==> config.mk <==
export PLATFORM = sky130hd
export DESIGN_NAME = spi_ctl_engine
export DESIGN_NICKNAME = d
export VERILOG_FILES = /design/src/rtl/spi_eng_pkg.sv /design/src/rtl/spi_eng_baud.sv /design/src/rtl/spi_eng_txsh.sv /design/src/rtl/spi_eng_rxsh.sv /design/src/rtl/spi_ctl_engine.sv
export SDC_FILE = /design/constraint.sdc
export NUM_CORES = 1
export LEC_CHECK = 0
export BUFFER_PORTS_ARGS = -buffer_cell sky130_fd_sc_hd__buf_4
export CAP_MARGIN = 20
export CELL_PAD_IN_SITES_DETAIL_PLACEMENT = 1
export CELL_PAD_IN_SITES_GLOBAL_PLACEMENT = 2
export CORE_ASPECT_RATIO = 1.75
export CORE_MARGIN = 2
export CORE_UTILIZATION = 37
export CTS_BUF_LIST = sky130_fd_sc_hd__clkbuf_4 sky130_fd_sc_hd__clkbuf_8
export CTS_CLUSTER_DIAMETER = 120
export DETAILED_ROUTE_END_ITERATION = 6
export GPL_TIMING_DRIVEN = 0
export PLACE_DENSITY_LB_ADDON = 0.1
export RECOVER_POWER = 100
export SYNTH_ARGS = -nofsm -noshare
export SYNTH_HDL_FRONTEND = slang
export SYNTH_SLANG_ARGS = --single-unit
export TNS_END_PERCENT = 5
==> constraint.sdc <==
create_clock -name clk -period 2.9 [get_ports clk]
set_input_delay 0.58 -clock clk [delete_from_list [all_inputs] [get_ports clk]]
set_output_delay 0.58 -clock clk [all_outputs]
set_load 0.005 [all_outputs]
==> src/rtl/spi_eng_pkg.sv <==
package spi_eng_pkg;

    typedef enum logic [1:0] {
        T_IDLE = 2'd0,
        T_RUN  = 2'd1,
        T_STOP = 2'd2
    } tmr_state_t;

    localparam logic [1:0] WS_8   = 2'd0;
    localparam logic [1:0] WS_16  = 2'd1;
    localparam logic [1:0] WS_32  = 2'd2;
    localparam logic [1:0] WS_BAD = 2'd3;

    function automatic int unsigned ws_bits(input logic [1:0] code);
        case (code)
            WS_16:   return 16;
            WS_32:   return 32;
            default: return 8;
        endcase
    endfunction

endpackage

==> src/rtl/spi_eng_baud.sv <==
module spi_eng_baud
    import spi_eng_pkg::*;
#(
    parameter int DIV_W = 8,
    parameter int CNT_W = 8
) (
    input  logic             clk,
    input  logic             rst_n,
    input  logic             req,
    input  logic [DIV_W-1:0] div,
    input  logic [CNT_W-1:0] last_edge,
    output logic             accept,
    output logic             busy,
    output logic             sck_o,
    output logic             rise_ev,
    output logic             fall_ev,
    output logic             word_end
);

    tmr_state_t       state, nxt;
    logic [DIV_W-1:0] div_q, div_cnt;
    logic [CNT_W-1:0] last_q, edge_cnt;
    logic             sck_q;
    logic             tc;

    assign tc = (div_cnt == div_q);

    // next state
    always_comb begin
        nxt = state;
        unique case (state)
            T_IDLE: if (req) nxt = T_RUN;
            T_RUN:  if (tc && (edge_cnt == last_q)) nxt = T_STOP;
            T_STOP: if (tc) nxt = req ? T_RUN : T_IDLE;
            default: nxt = T_IDLE;
        endcase
    end

    // state register
    always_ff @(posedge clk or negedge rst_n) begin
        if (!rst_n) state <= T_IDLE;
        else        state <= nxt;
    end

    // outputs
    always_comb begin
        accept   = 1'b0;
        rise_ev  = 1'b0;
        fall_ev  = 1'b0;
        word_end = 1'b0;
        unique case (state)
            T_IDLE: accept = req;
            T_RUN: begin
                rise_ev  = tc && !sck_q;
                fall_ev  = tc &&  sck_q;
                word_end = tc && (edge_cnt == last_q);
            end
            T_STOP: accept = tc && req;
            default: ;
        endcase
    end

    assign busy  = (state != T_IDLE);
    assign sck_o = sck_q;

    // counters
    always_ff @(posedge clk or negedge rst_n) begin
        if (!rst_n) begin
            div_q    <= '0;
            last_q   <= '0;
            div_cnt  <= '0;
            edge_cnt <= '0;
            sck_q    <= 1'b0;
        end else if (accept) begin
            div_q    <= div;
            last_q   <= last_edge;
            div_cnt  <= '0;
            edge_cnt <= '0;
            sck_q    <= 1'b0;
        end else if (state == T_RUN) begin
            if (tc) begin
                div_cnt  <= '0;
                sck_q    <= ~sck_q;
                edge_cnt <= edge_cnt + 1'b1;
            end else begin
                div_cnt <= div_cnt + 1'b1;
            end
        end else if (state == T_STOP) begin
            div_cnt <= tc ? '0 : div_cnt + 1'b1;
        end else begin
            div_cnt <= '0;
        end
    end

    assert_div_bound_R1: assert property (@(posedge clk) disable iff (!rst_n)
        (state != T_IDLE) |-> (div_cnt <= div_q));

    assert_edge_bound_R2: assert property (@(posedge clk) disable iff (!rst_n)
        (state == T_RUN) |-> (edge_cnt <= last_q));

    assert_stop_after_end_R2: assert property (@(posedge clk) disable iff (!rst_n)
        word_end |=> (state == T_STOP));

endmodule

==> src/rtl/spi_eng_txsh.sv <==
module spi_eng_txsh #(
    parameter int DW = 32
) (
    input  logic                     clk,
    input  logic                     rst_n,
    input  logic                     load,
    input  logic [DW-1:0]            load_data,
    input  logic                     cpha,
    input  logic                     lsb,
    input  logic [$clog2(DW):0]      nbits,
    input  logic                     rise_ev,
    input  logic                     fall_ev,
    input  logic                     word_end,
    output logic                     mosi
);

    localparam int NB_W = $clog2(DW) + 1;
    localparam int IX_W = $clog2(DW);

    logic [DW-1:0]   sh;
    logic            live, cpha_q, lsb_q;
    logic [NB_W-1:0] n_q;
    logic [IX_W-1:0] idx;
    logic            shift_ev, cur_bit;

    assign idx      = IX_W'(n_q - 1'b1);
    assign shift_ev = cpha_q ? rise_ev : fall_ev;
    assign cur_bit  = lsb_q ? sh[0] : sh[idx];
    assign mosi     = live & cur_bit;

    always_ff @(posedge clk or negedge rst_n) begin
        if (!rst_n) begin
            sh     <= '0;
            live   <= 1'b0;
            cpha_q <= 1'b0;
            lsb_q  <= 1'b0;
            n_q    <= NB_W'(8);
        end else if (load) begin
            sh     <= load_data;
            live   <= !cpha;
            cpha_q <= cpha;
            lsb_q  <= lsb;
            n_q    <= nbits;
        end else if (word_end && cpha_q) begin
            live <= 1'b0;
        end else if (shift_ev) begin
            if (!live) live <= 1'b1;
            else       sh   <= lsb_q ? (sh >> 1) : (sh << 1);
        end
    end

    assert_stop_low_R5: assert property (@(posedge clk) disable iff (!rst_n)
        (word_end && cpha_q) |=> !mosi);

    assert_hold_between_R4: assert property (@(posedge clk) disable iff (!rst_n)
        (!cpha_q && !fall_ev && !load && $past(!load)) |=> $stable(mosi));

endmodule

==> src/rtl/spi_eng_rxsh.sv <==
module spi_eng_rxsh #(
    parameter int DW = 32
) (
    input  logic                 clk,
    input  logic                 rst_n,
    input  logic                 load,
    input  logic                 cpha,
    input  logic                 lsb,
    input  logic [$clog2(DW):0]  nbits,
    input  logic                 rise_ev,
    input  logic                 fall_ev,
    input  logic                 word_end,
    input  logic                 miso,
    output logic [DW-1:0]        word_o
);

    localparam int NB_W = $clog2(DW) + 1;

    logic [DW-1:0]   sh, nxt, aligned, mask;
    logic            cpha_q, lsb_q, sample;
    logic [NB_W-1:0] n_q, cnt;

    assign sample  = cpha_q ? fall_ev : rise_ev;
    assign nxt     = !sample ? sh :
                     (lsb_q ? {miso, sh[DW-1:1]} : {sh[DW-2:0], miso});
    assign aligned = lsb_q ? (nxt >> (NB_W'(DW) - n_q)) : nxt;
    assign mask    = ~({DW{1'b1}} << n_q);

    always_ff @(posedge clk or negedge rst_n) begin
        if (!rst_n) begin
            sh     <= '0;
            cnt    <= '0;
            cpha_q <= 1'b0;
            lsb_q  <= 1'b0;
            n_q    <= NB_W'(8);
            word_o <= '0;
        end else if (load) begin
            sh     <= '0;
            cnt    <= '0;
            cpha_q <= cpha;
            lsb_q  <= lsb;
            n_q    <= nbits;
        end else begin
            sh <= nxt;
            if (sample) cnt <= cnt + 1'b1;
            if (word_end) word_o <= aligned & mask;
        end
    end

    assert_sample_count_R2: assert property (@(posedge clk) disable iff (!rst_n)
        word_end |-> ((cnt + NB_W'(sample)) == n_q));

endmodule

==> src/rtl/spi_ctl_engine.sv <==
module spi_ctl_engine
    import spi_eng_pkg::*;
#(
    parameter int DW    = 32,
    parameter int DIV_W = 8,
    parameter int CNT_W = 8
) (
    input  logic                   clk,
    input  logic                   rst_n,
    input  logic [DIV_W+CNT_W-1:0] cfg_cmp,
    input  logic                   cfg_cpol,
    input  logic                   cfg_cpha,
    input  logic [1:0]             cfg_size,
    input  logic                   cfg_lsb,
    input  logic [DW-1:0]          tx_data,
    input  logic                   tx_valid,
    output logic                   tx_ready,
    output logic [DW-1:0]          rx_data,
    output logic                   rx_full,
    input  logic                   rx_ack,
    output logic                   sck,
    output logic                   mosi,
    input  logic                   miso
);

    localparam int NB_W = $clog2(DW) + 1;

    logic [DW-1:0]   tx_buf;
    logic            tx_full;
    logic [1:0]      size_q;
    logic [NB_W-1:0] nbits;
    logic            accept, busy, sck_int, rise_ev, fall_ev, word_end;

    assign nbits    = NB_W'(ws_bits(size_q));
    assign tx_ready = !tx_full;
    assign sck      = sck_int ^ cfg_cpol;

    // word size register: illegal code keeps the old value
    always_ff @(posedge clk or negedge rst_n) begin
        if (!rst_n)                            size_q <= WS_8;
        else if (!busy && cfg_size != WS_BAD)  size_q <= cfg_size;
    end

    // one-word transmit buffer
    always_ff @(posedge clk or negedge rst_n) begin
        if (!rst_n) begin
            tx_buf  <= '0;
            tx_full <= 1'b0;
        end else if (accept) begin
            tx_full <= 1'b0;
        end else if (tx_valid && !tx_full) begin
            tx_buf  <= tx_data;
            tx_full <= 1'b1;
        end
    end

    // receive flag
    always_ff @(posedge clk or negedge rst_n) begin
        if (!rst_n)        rx_full <= 1'b0;
        else if (word_end) rx_full <= 1'b1;
        else if (rx_ack)   rx_full <= 1'b0;
    end

    spi_eng_baud #(.DIV_W(DIV_W), .CNT_W(CNT_W)) u_baud (
        .clk       (clk),
        .rst_n     (rst_n),
        .req       (tx_full),
        .div       (cfg_cmp[DIV_W-1:0]),
        .last_edge (cfg_cmp[DIV_W+CNT_W-1:DIV_W]),
        .accept    (accept),
        .busy      (busy),
        .sck_o     (sck_int),
        .rise_ev   (rise_ev),
        .fall_ev   (fall_ev),
        .word_end  (word_end)
    );

    spi_eng_txsh #(.DW(DW)) u_tx (
        .clk       (clk),
        .rst_n     (rst_n),
        .load      (accept),
        .load_data (tx_buf),
        .cpha      (cfg_cpha),
        .lsb       (cfg_lsb),
        .nbits     (nbits),
        .rise_ev   (rise_ev),
        .fall_ev   (fall_ev),
        .word_end  (word_end),
        .mosi      (mosi)
    );

    spi_eng_rxsh #(.DW(DW)) u_rx (
        .clk      (clk),
        .rst_n    (rst_n),
        .load     (accept),
        .cpha     (cfg_cpha),
        .lsb      (cfg_lsb),
        .nbits    (nbits),
        .rise_ev  (rise_ev),
        .fall_ev  (fall_ev),
        .word_end (word_end),
        .miso     (miso),
        .word_o   (rx_data)
    );

    assert_ready_fall_R3: assert property (@(posedge clk) disable iff (!rst_n)
        $fell(tx_ready) |-> $past(tx_valid));

    assert_full_rise_R9: assert property (@(posedge clk) disable iff (!rst_n)
        $rose(rx_full) |-> $past(word_end));

    assert_size_legal_R7: assert property (@(posedge clk) disable iff (!rst_n)
        size_q != WS_BAD);

    assert_size_frozen_R7: assert property (@(posedge clk) disable iff (!rst_n)
        ($past(busy) && busy) |-> $stable(size_q));

endmodule

== Yosys cells after proc, flatten, opt, wreduce, memory -nomap -nowiden ==
Index checks and enable logic that the tools add are counted.

* Input port bits: 58
* Output and inout bits: 36
* Register bits: 176
* Word-level logic and storage cells: 107

* $add $sub $neg: 4
* Eq/ne operators: 11
* Shift operators: 2
* Bitwise operators: 6
* Reductions and logical operators: 25
* $lt $le $gt $ge: 1
* Multiplexer cells: 41

{| class="wikitable"
|+ Operators by type and width
! cell !! number
|-
| 2-to-1 mux 32 bit || 9
|-
| 2-to-1 mux 8 bit || 7
|-
| AND 32 bit || 1
|-
| inverter 32 bit || 1
|-
| left shift 32 x 6 -> 32 bit (first input constant) || 1
|-
| right shift 32 x 6 -> 32 bit || 1
|-
| 2-to-1 mux 1 bit || 18
|-
| adder 8 x 1 -> 8 bit (second input constant) || 2
|-
| == test 8 bit || 2
|-
| nonzero test 2 bit || 7
|-
| one-hot mux 6 bit (2 select lines) || 1
|-
| logical AND 1 bit || 7
|-
| less-than comparator 5 x 6 -> 1 bit (second input constant) || 1
|-
| 2-to-1 mux 2 bit || 3
|-
| != test 2 bit (second input constant) || 3
|-
| one-hot mux 2 bit (3 select lines) || 1
|-
| AND reduction 2 bit || 3
|-
| AND reduction 3 bit || 2
|-
| subtractor 6 bit (first input constant) || 1
|-
| binary-select mux 1 bit (select 5 bit) || 1
|-
| subtractor 5 x 1 -> 5 bit (second input constant) || 1
|-
| == test 2 x 1 -> 1 bit (second input constant) || 2
|-
| == test 2 bit (second input constant) || 2
|-
| zero test 1 bit || 4
|-
| 7 further kinds || 9
|}

== Logic depth before layout (Yosys ltp) ==
Gate-level depths: netlist of run 1.

* Word-level depth: 8
* Mapped depth: 10
* Depth with buffers taken out: 8

== By module ==
Synthesis of run 1 repeated with hierarchy kept, for this count alone.

* Cell total of the unflattened synthesis: 1092
* Area, all modules: 11499.8 µm²

{| class="wikitable"
|+ By module, submodules not included
! module !! area an instance (µm²) !! cells each !! times used
|-
| spi_eng_rxsh || 5909.4 || 594 || 1
|-
| spi_eng_txsh || 2441.1 || 265 || 1
|-
| spi_eng_baud || 1745.4 || 146 || 1
|-
| spi_ctl_engine || 1403.8 || 87 || 1
|}

== Worst setup path before layout of run 1 ==
Ideal clock, no wire load.

* Path type: reg-to-reg
* From: register u_baud.div_cnt[3]
* To: register u_rx.word_o[10]
* Arrival time: 2.568 ns
* Clock period less this slack: 2.694 ns
* Setup time: 0.126 ns
* Required time: 2.774 ns
* Stages on the path, launching flop included: 9
* Setup slack: 0.206 ns
* Cell sequence: dfrtp_1 xor2_1 or4_1 buf_6 nor3_4 buf_6 mux4_2 a22o_1 a221o_1

* Cells in the longest elaborated chain, start to end: 8
* Elaborated cells on any way between the ends: 16
* Classes of those cells: eq/ne (1); shift (1); mux (7); bitwise (2); reduce/logical (5)

{| class="wikitable"
|+ RTL lines
! item !! line !! source
|-
| from (decl) || spi_eng_baud.sv:21 || <nowiki>logic [DIV_W-1:0] div_q, div_cnt;</nowiki>
|-
| from (signal assigned) || spi_eng_baud.sv:86 || <nowiki>div_cnt <= div_cnt + 1'b1;</nowiki>
|-
| from (signal assigned) || spi_eng_baud.sv:89 || <nowiki>div_cnt <= tc ? '0 : div_cnt + 1'b1;</nowiki>
|-
| == test 8 bit (*) || spi_eng_baud.sv:26 || <nowiki>assign tc = (div_cnt == div_q);</nowiki>
|-
| logical AND 1 bit (on tied branches) || spi_eng_baud.sv:54, spi_eng_baud.sv:55 ||
|-
| 2-to-1 mux 1 bit || spi_eng_baud.sv:51 || <nowiki>unique case (state)</nowiki>
|-
| 2-to-1 mux 1 bit || spi_eng_rxsh.sv:23 || <nowiki>assign sample = cpha_q ? fall_ev : rise_ev;</nowiki>
|-
| 2-to-1 mux 32 bit || spi_eng_rxsh.sv:24 || <nowiki>assign nxt = !sample ? sh :</nowiki>
|-
| right shift 32 x 6 -> 32 bit || spi_eng_rxsh.sv:26 || <nowiki>assign aligned = lsb_q ? (nxt >> (NB_W'(DW) - n_q)) : nxt;</nowiki>
|-
| 2-to-1 mux 32 bit || spi_eng_rxsh.sv:26 ||
|-
| AND 32 bit || spi_eng_rxsh.sv:46 || <nowiki>if (word_end) word_o <= aligned & mask;</nowiki>
|-
| to (signal assigned) || spi_eng_rxsh.sv:46 ||
|-
| to (decl) || spi_eng_rxsh.sv:14 || <nowiki>output logic [DW-1:0] word_o</nowiki>
|}

Mark *: on every way between the ends. The rest lies on a longest branch, timed or not.
A chain may end at the register's enable or synchronous reset.

== Worst setup path after layout of run 1 ==
* From: register u_baud.div_cnt[4]
* To: register u_rx.word_o[14]

Same word-level chain as after synthesis.

==> results.tsv, run 1 <==
stage	metric	value	unit
die	Die Ht	207	microns
sta	Slew Viols, Final	0	
sta	Slew @ Worst Pin	1490	ps
finish	fin nets	965	
sta	Tmin final	2880	ps
die	Die Area	0.0248	sq mm
clocking	CTS Buf Count	17	
setup_path	critical path data required time	3260	ps
die	row count	74	
grt	met2 Track Usage GR	41.8	%
routing	DR vias	6534	
min_path	Hold Path Class	in2reg	
placement	pre-CTS setup slack	-302	ps
yosys	ys flop type	dfrtp_1	
yosys	syn nets	848	
grt	all-layer global routing usage	21.4	%
setup_path	CP Launch Type	register	
yosys	yosys warns	0	
grt	first-pass GRT wire length	40300	microns
yosys	top cells by area, synth	dfrtp_1 (49%), mux2_2 (8.0%), nand2_1 (5.3%)	
grt	met3 Use GR	4.04	%
yosys	post-synthesis register bit count	173	
finish	Ant. Diodes	0	
finish	synthesis-to-layout area growth	19.1	%
yosys	sequential-to-total area share from yosys stat	49.8	%
clocking	CTS tree	built	
finish	fill cell count	2546	
clocking	latest clock arrival within the worst-skew pair	470	ps
grt	most used routing layer	met2	
placement	gpl congestion	0.849	
die	Core ar.	0.0232	sq mm
placement	IO buf count	93	
sta	Final setup viols	0	
finish	share of cells above drive strength 1	30.3	%
clocking	Clock transition at path regs	90	ps
yosys	mapped cell area	0.00870	sq mm
yosys	count of cell types in the netlist	60	
die	Die X	120	microns
grt	global route total overflow	0	
sta	Fmax	348	MHz
power_and_ir_drop	worst vdd ir	418	uV
sta	RSZ-0062 raised after global routing	yes	
routing	Total Wirelength	25400	microns
sta	final period utilization	99.2	%
yosys	post-synth top area cell	dfrtp_1	
routing	vias per inst	5.37	
clocking	clock sinks	173	
sta	Max-Slew Margin vs Limit	0.807	%
yosys	syn avg cell area	11.1	sq um
grt	largest net degree at the start of global routing	116	
clocking	buffer levels on the longest clock path	2	
die	IO Count	94	
setup_path	critical path arrival	3230	ps
setup_path	CP Capture Type	register	
setup_path	WS Path Type	reg2reg	
yosys	Yosys top cell area share	49.5	%
status	status	finished, final reports clean	
die	Initial Util	37.5	%
clocking	CTS HTree Levels	4	
setup_path	Worst Path Max Fanout	7	
yosys	Post-synth EDFFs	0	
grt	initial antenna violation count	0	
routing	Starting DRT DRC Count	302	
routing	Post-DRT Antenna Nets	0	
clocking	Clk Tree Root Cell	clkbuf_8	
sta	slack of the critical path	23.9	ps
clocking	cts hold-fix bufs	0	
yosys	Syn Inst Count	783	
grt	vias in the first global route	7328	
routing	1st-pass router iterations	5	
sta	Fin. Hold Viols	0	
sta	Fin Setup TNS	0	ps
sta	clock skew	13.9	ps
finish	fin cells	1217	
placement	DP HPWL	19400	microns
routing	DR WL/cell	20.9	microns
run	Max Cap Violations	0	
yosys	ys async rst share	100	%
power_and_ir_drop	pwr dens	665	mW/mm^2
routing	DRC viols	0	
grt	met1 Use GR	20.9	%
power_and_ir_drop	Leak	4.77	nW
placement	Post-Place Cells	1181	
==> cell families (layout without fill, tap and decap cells) <==
| logic type | after synthesis | count (layout) | share of synthesized area [%] |
|---|---|---|---|
| compound gates | 125 | 125 | 11.6 |
| xor+xnor | 28 | 28 | 2.82 |
| fa+ha+maj | 7 | 7 | 1.01 |
| buf+inv | 65 | 195 | 3.80 |
| flops | 173 | 173 | 49.8 |
| mux | 123 | 123 | 16.3 |
| simple gates | 262 | 262 | 14.8 |
==> cells in the mapped netlist, types with 18 or more instances <==
cell type  count
dfrtp_1      172
mux2i_1       45
and2_1        24
clkbuf_1      19
nor2_1        42
inv_1         18
nand2_1      124
o21ai_1       19
nand3_1       25
mux2_2        62
o221a_2       31
xor2_1        26
==> metrics by stage <==
stage | hold WS, ps | total power [mW] | cell area (sq um) | utilization (%)
floorplan | 284 | 4.45 | 8700 | -
global placement | 474 | 4.95 | 9780 | 42.1
detailed placement | 472 | 5.05 | 9820 | 42.2
CTS | 2.70 | 6.98 | 10400 | 44.6
global route | 262 | 7.29 | 10400 | 44.6
finish | 300 | 6.89 | 10400 | 44.6
==> power breakdown <==
part	total [mW]	leakage [nW]	switching, mW	internal (mW)
logic	1.70	2.37	0.861	0.840
registers	3.32	2.18	0.441	2.88
clock network	1.87	0.219	0.899	0.973
==> path summary, 6_finish.rpt <==
| path | endpoint | from | slack (ps) | depth (start not counted) |
|---|---|---|---|---|
| setup / recovery | u_rx.word_o[14] | u_baud.div_cnt[4] | 20 | 8 |
| hold / removal | u_baud.last_q[4] | cfg_cmp[12] | 300 | 3 |
| setup reg to reg | u_rx.word_o[14] | u_baud.div_cnt[4] | 20 | 8 |
| hold reg to reg | u_rx.word_o[2] | u_rx.word_o[2] | 490 | 2 |
| max in group asynchronous | u_tx.sh[30] | rst_n | 660 | 2 |
| min in group asynchronous | u_rx.word_o[27] | rst_n | 450 | 1 |
==> flip-flops by register name (all words and copies together) (netlist names), 2 cells and up <==
| name | cells |
|---|---|
| size_q | 2 |
| tx_buf | 32 |
| u_baud.div_cnt | 8 |
| u_baud.div_q | 8 |
| u_baud.edge_cnt | 8 |
| u_baud.last_q | 8 |
| u_baud.state | 2 |
| u_rx.sh | 32 |
| u_rx.word_o | 32 |
| u_tx.n_q | 3 |
| u_tx.sh | 32 |
==> per-layer routing <==
metal | vias up | part of all wire [%]
li1 | 3014 | -
met1 | 3356 | 36
met2 | 119 | 58
met3 | 45 | 2.8
met4 | 0 | 3.8
met5 | - | 0
==> final cells by class <==
cell class / instances / area, sq um / share of cell area (%)
sequential: 173 / 4330 / 41.8
buffer: 44 / 278 / 2.68
inverter: 20 / 75.1 / 0.724
clock buffer: 20 / 263 / 2.54
timing repair buffer: 99 / 749 / 7.23
clock inverter: 12 / 169 / 1.63
tap: 304 / 380 / 3.67
multi-input combinational: 545 / 4120 / 39.7
==> worst max-delay path: stages (launching register included) <==
cell,delay (ps)
dfrtp_1,430
xor2_1,200
or4_1,510
buf_2,200
nor3_4,260
buf_6,180
mux2_2,420
a22o_1,230
a221o_1,350
==> timing repair <==
action / in CTS / in global routing
pin swaps: 3 / 2
gates resized for setup: 17 / 18
setup endpoints to repair: 82 / 117
setup buffers: 5 / 0
hold endpoints to repair: 0 / 0
==> cells in the final DEF (no fill, tap or decap), types with 8 or more instances in the layout <==
| master | n |
|---|---|
| dfrtp_1 | 172 |
| nand2_1 | 124 |
| buf_4 | 62 |
| mux2_2 | 61 |
| mux2i_1 | 43 |
| nor2_1 | 42 |
| clkbuf_4 | 34 |
| o221a_2 | 31 |
| xor2_1 | 26 |
| and2_1 | 24 |
| nand3_1 | 24 |
| inv_1 | 18 |
| clkbuf_1 | 18 |
| o21ai_1 | 18 |
| clkbuf_8 | 18 |
| o21ai_0 | 12 |
| a21oi_1 | 11 |
| buf_6 | 10 |
| buf_2 | 8 |
| mux2_1 | 8 |
| mux4_2 | 8 |
| a2bb2oi_1 | 8 |
| a22oi_1 | 8 |
(Power assumes the default switching activity.)
==> run 2: changes to the inputs <==
- CORE_UTILIZATION: 37 -> 42
- clock period: 2.9 -> 3.35 ns (I/O delays scaled with it)
==> run 2 against run 1 <==
- the flow now finishes with violations (max-capacitance violations, max-slew violations)
- design area down 1.9%
- critical path depth down 1
- routed wire length down 1.9%
- global-route usage up 2.2 points
- cell count down 4.9%
- worst hold slack better by 70 ps
- first-iteration DRC count up 6.6%
- sequential share of layout area up 0.81 points
- via count down 0.84%
- critical path type is now reg2out
- critical endpoint is now mosi
==> results.tsv, run 2 (synthesis gave the netlist of run 1 again) <==
stage	metric	value	unit	change
placement	pre-CTS setup slack	83.5	ps	+385 ps
clocking	latest clock arrival within the worst-skew pair	490	ps	+20 ps
power_and_ir_drop	Leak	4.70	nW	-1.5%
clocking	Clock transition at path regs	100	ps	about the same
clocking	Setup Buffers After CTS	0		-5
clocking	CTS tree	built		
sta	Tmin final	3240	ps	
setup_path	R2R depth	9		+1
setup_path	CP Launch Type	register		
routing	DR vias	6479		-0.84%
setup_path	critical path data required time	2680	ps	-580 ps
sta	clock skew	14.5	ps	+0.685 ps
finish	fin nets	961		-0.41%
setup_path	R2R Path Start	u_tx.n_q[3]		
finish	share of cells above drive strength 1	28.4	%	-2.0 points
min_path	hold path endpoint	u_baud.last_q[0]		
sta	RSZ-0062 raised after global routing	no		
routing	DR WL/cell	21.6	microns	+3.2%
finish	most frequent cells in the layout	dfrtp_1 (172), nand2_1 (124), mux2_2 (62), buf_4 (60), mux2i_1 (45)		
placement	DP HPWL	18800	microns	-2.9%
routing	Post-DRT Antenna Nets	0		unchanged
min_path	Hold Path Class	in2reg		
die	Die Area	0.0219	sq mm	-12%
sta	Slew Viols, Final	82		+82
finish	synthesis-to-layout area growth	16.8	%	
sta	Final setup viols	0		unchanged
routing	DRC viols	0		unchanged
sta	Max-Slew Margin vs Limit	-41.9	%	-43 points
finish	most common cell after layout, fill and taps aside	dfrtp_1		
sta	Fin. Hold Viols	0		unchanged
grt	initial antenna violation count	0		unchanged
routing	Total Wirelength	24900	microns	-1.9%
die	IO Count	94		unchanged
status	failing checks	max-capacitance violations, max-slew violations		
placement	IO buf count	93		unchanged
run	Max Cap Violations	1		+1
sta	Fmax	309	MHz	
sta	Fin Setup TNS	0	ps	unchanged
power_and_ir_drop	worst vdd ir	401	uV	-4.2%
min_path	min-delay src	cfg_cmp[8]		
die	Die Ht	194	microns	-6.0%
routing	vias per inst	5.60		+4.3%
finish	fill cell count	2206		-13%
clocking	CTS Buf Count	17		unchanged
clocking	buffer levels on the longest clock path	2		unchanged
placement	gpl congestion	0.890		+4.9%
die	Die X	113	microns	-5.9%
sta	final period utilization	96.7	%	
routing	1st-pass router iterations	4		-1
setup_path	critical path arrival	2570	ps	-660 ps
finish	Ant. Diodes	0		unchanged
routing	Starting DRT DRC Count	322		+6.6%
setup_path	flop2flop setup slack	190	ps	+170 ps
clocking	clock sinks	173		unchanged
die	Core ar.	0.0203	sq mm	-13%
clocking	Clk Tree Root Cell	clkbuf_8		
power_and_ir_drop	pwr dens	588	mW/mm^2	-12%
grt	vias in the first global route	7309		-0.26%
grt	first-pass GRT wire length	40100	microns	-0.65%
setup_path	Worst Path Max Fanout	10		+3
setup_path	WS Path Type	reg2out		
grt	largest net degree at the start of global routing	93		-20%
setup_path	CP Capture Type	output port		
clocking	CTS HTree Levels	4		unchanged
die	row count	69		-6.8%
sta	slack of the critical path	111	ps	+87.1 ps
min_path	WHS Path Cells	3		unchanged
sta	Slew @ Worst Pin	2130	ps	+641 ps
status	status	finished with violations		
grt	global route total overflow	0		unchanged
setup_path	reg-to-reg endpoint	u_rx.word_o[4]		
grt	all-layer global routing usage	23.7	%	+2.2 points
die	Initial Util	42.9	%	+5.4 points
==> run 2: cell types whose count changed in the layout (fill, tap and decap cells not counted), sizes merged <==
cell | previous run | this run
clkinvlp | 2 | 1
buf | 86 | 75
clkbuf | 77 | 85
==> run 2: repair_timing <==
| action | CTS | global route |
|---|---|---|
| cloned | 0 | 0 |
| endpoints found under the setup margin | 1 | 8 |
| resized for setup | 1 | 1 |
| hold buffers | 0 | 0 |
==> run 2: worst max path at each step <==
stage                            endpoint  slack, ps         startpoint
after floorplan           u_rx.word_o[10]        660  u_baud.div_cnt[3]
after global placement               mosi        190         u_tx.lsb_q
after detailed placement   u_rx.word_o[3]         80        u_tx.n_q[3]
after CTS                  u_rx.word_o[4]         70        u_tx.n_q[3]
after global routing                 mosi         10         u_tx.lsb_q
final                                mosi        110        u_tx.n_q[3]
==> run 2: through the flow <==
step | power (mW) | utilization, % | area (sq um) | hold WS (ps) | instances
final | 5.98 | 50.1 | 10200 | 371 | 1157
after global routing | 6.31 | 50.1 | 10200 | 350 | 1157
after CTS | 6.05 | 50.2 | 10200 | 166 | 1156
after detailed placement | 4.38 | 48.0 | 9750 | 473 | 1125
after global placement | 4.28 | 47.9 | 9710 | 473 | 1124
after floorplan | 3.85 | - | 8700 | 374 | 783
==> run 2: final cells by class <==
cell class	instances	area [sq um]	share of cell area [%]
plain buffers	44	233	2.29
clock buffers	21	277	2.72
clock inverters	11	165	1.62
inverters	20	75.1	0.738
multi-input cells	545	4050	39.9
flip-flops and latches	173	4330	42.6
well taps	248	310	3.05
repair buffers	95	724	7.13
==> run 2: where the power goes <==
group | leakage, nW | switching (mW) | total, mW | internal [mW]
clock network | 0.226 | 0.789 | 1.65 | 0.865
registers | 2.18 | 0.386 | 2.88 | 2.49
logic | 2.29 | 0.741 | 1.45 | 0.712
==> run 2: critical path: stages, from the launching register on <==
cell	delay [ps]
dfstp_2	580
inv_1	60
clkbuf_1	240
ha_1	520
mux4_2	340
nand2_1	80
a21boi_0	100
buf_4	150
==> run 2: routing by layer <==
metal	up-vias	share of wire, %	global-route usage, %
met1	3294	35	23.7
met3	47	3.5	4.90
li1	3006	-	-
met2	132	57	45.2
met4	0	4.3	11.6
met5	-	0	0
==> run 3: changes to the inputs <==
- GPL_TIMING_DRIVEN: 0 -> unset
==> run 3 against run 2 <==
- the run still ends with max-capacitance violations, max-slew violations left
- sequential share of layout area is 0.60 points higher
- core utilization is 0.68 points lower
- clock skew hardly changed
==> results.tsv, run 3 (synthesis gave the netlist of run 1 again) <==
stage	metric	value	unit	change
setup_path	R2R depth	7		-2
min_path	Hold Path Class	in2reg		
setup_path	Worst Path Max Fanout	36		+26
routing	vias per inst	5.76		+2.8%
clocking	clock sinks	173		unchanged
power_and_ir_drop	Total Power	5.79	mW	-3.2%
clocking	Gates resized, CTS repair	0		-1
grt	initial antenna violation count	0		unchanged
power_and_ir_drop	sw frac	32.2	%	+0.21 points
routing	DR vias	6521		+0.65%
clocking	buffer levels on the longest clock path	2		unchanged
sta	Tmin final	3180	ps	-61.5 ps
sta	final period utilization	94.9	%	-1.8 points
clocking	Clock transition at path regs	80	ps	-20 ps
clocking	Clk Tree Root Cell	clkbuf_8		
finish	synthesis-to-layout area growth	15.2	%	
finish	fin nets	939		-2.3%
setup_path	R2R Path Start	u_baud.div_cnt[2]		
finish	share of cells above drive strength 1	28.9	%	+0.54 points
power_and_ir_drop	Clock power frac	25.6	%	-2.0 points
power_and_ir_drop	worst vdd ir	326	uV	-19%
sta	Final setup viols	0		unchanged
clocking	Setup Buffers After CTS	0		unchanged
die	Core ar.	0.0203	sq mm	unchanged
routing	DRC viols	0		unchanged
setup_path	WS Path Type	reg2reg		
power_and_ir_drop	Switch Pwr	1.87	mW	-2.6%
sta	RSZ-0062 raised after global routing	no		
die	Initial Util	42.9	%	unchanged
die	Die Area	0.0219	sq mm	unchanged
die	IO Count	94		unchanged
sta	Slew @ Worst Pin	1770	ps	-360 ps
routing	Total Wirelength	24700	microns	-0.81%
status	failing checks	max-capacitance violations, max-slew violations		
sta	clock skew	14.6	ps	+0.0155 ps
grt	most used routing layer	met2		
sta	Max-Slew Margin vs Limit	-17.9	%	+24 points
grt	largest net degree at the start of global routing	63		-32%
setup_path	Worst Setup SP	u_baud.div_cnt[2]		
placement	DP HPWL	18200	microns	-3.2%
power_and_ir_drop	Combinational Power Share	23.9	%	-0.4 points
die	row count	69		unchanged
grt	all-layer global routing usage	23.6	%	-0.064 points
finish	most common cell after layout, fill and taps aside	dfrtp_1		
grt	global route total overflow	0		unchanged
clocking	CTS tree	built		
finish	most frequent cells in the layout	dfrtp_1 (171), nand2_1 (123), buf_4 (72), mux2_2 (59), mux2i_1 (45)		
clocking	CTS Buf Count	17		unchanged
power_and_ir_drop	Leak	4.67	nW	-0.70%
grt	met1 Use GR	25.1	%	+1.4 points
setup_path	CP Launch Type	register		
setup_path	reg-to-reg endpoint	u_rx.word_o[19]		
setup_path	critical path data required time	3690	ps	+1010 ps
finish	Ant. Diodes	0		unchanged
routing	Post-DRT Antenna Nets	0		unchanged
sta	Slew Viols, Final	93		+13%
routing	1st-pass router iterations	4		unchanged
routing	DR WL/cell	21.8	microns	+1.3%
power_and_ir_drop	Internal	3.92	mW	-3.5%
grt	met3 Use GR	3.90	%	-1.0 points
clocking	cts hold-fix bufs	0		unchanged
grt	vias in the first global route	7241		-0.93%
setup_path	critical path arrival	3520	ps	+950 ps
routing	Starting DRT DRC Count	298		-7.5%
sta	Fin. Hold Viols	0		unchanged
grt	first-pass GRT wire length	40100	microns	+0.14%
setup_path	Critical path destination	u_rx.word_o[19]		
clocking	CTS HTree Levels	4		unchanged
sta	Fmax	315	MHz	+1.9%
placement	gpl congestion	0.908		+2.0%
power_and_ir_drop	pwr dens	577	mW/mm^2	-1.9%
power_and_ir_drop	Seq pwr share	50.5	%	+2.4 points
die	Die X	113	microns	unchanged
status	status	finished with violations		
clocking	latest clock arrival within the worst-skew pair	490	ps	about the same
setup_path	flop2flop setup slack	170	ps	-20 ps
placement	pre-CTS setup slack	245	ps	+161 ps
sta	Fin Setup TNS	0	ps	unchanged
die	Die Ht	194	microns	unchanged
sta	slack of the critical path	172	ps	+61.5 ps
grt	met2 Track Usage GR	42.8	%	-2.5 points
run	Max Cap Violations	2		+1
setup_path	CP Capture Type	register		
placement	IO buf count	93		unchanged
## run 3: cell count changes in the layout (fill, tap and decap cells not counted), sizes merged
cell,previous run,this run
clkbuf,85,66
clkinvlp,1,0
clkinv,7,6
buf,75,74
bufinv,4,2
## run 3: cell type report
class,instances,area (sq um)
clock inverters,7,88.8
repair buffers,117,877
well taps,248,310
multi-input cells,545,4050
inverters,20,75.1
flip-flops and latches,173,4330
fillers,2205,10300
clock buffers,23,298
## run 3: worst min path at each step
stage | from | to | depth (start not counted)
2_1_floorplan | rst_n | rx_full | 0
3_3_place_gp | u_rx.word_o[17] | u_rx.word_o[17] | 2
3_5_place_dp | u_rx.word_o[27] | u_rx.word_o[27] | 2
4_1_cts | rst_n | u_rx.word_o[18] | 1
5_1_grt | rx_ack | rx_full | 2
6_report | cfg_cmp[4] | u_baud.div_q[4] | 3
## run 3: power groups by stage
| stage | clock, mW | sequential, mW | combinational [mW] |
|---|---|---|---|
| after global placement | 0 | 2.94 | 1.34 |
| after global routing | 1.60 | 2.98 | 1.54 |
| after CTS | 1.53 | 2.92 | 1.42 |
| final | 1.48 | 2.92 | 1.38 |
| after floorplan | 0 | 2.77 | 1.08 |
| after detailed placement | 0 | 2.96 | 1.41 |
## run 3: per-layer routing
| layer | vias to the layer above | share of wire, % |
|---|---|---|
| met2 | 160 | 54 |
| li1 | 2972 | - |
| met1 | 3316 | 36 |
| met3 | 73 | 3.1 |
| met5 | - | 0 |
| met4 | 0 | 6.4 |
## run 3: worst max-delay path, stage by stage (launching register included)
cell       delay [ps]
dfrtp_1           450
xor2_1            200
or4_1             710
nor3_4            280
buf_12            250
mux2i_1           510
a2bb2oi_1         530
o21ai_1           100
## run 3: per-stage QoR
stage	instance area (sq um)	hold slack [ps]	util (%)	cells
after floorplan	8700	374	-	783
after CTS	10100	156	49.6	1133
after global routing	10000	357	49.4	1133
after global placement	9680	474	47.7	1103
after detailed placement	9680	479	47.7	1103
final	10000	372	49.4	1133
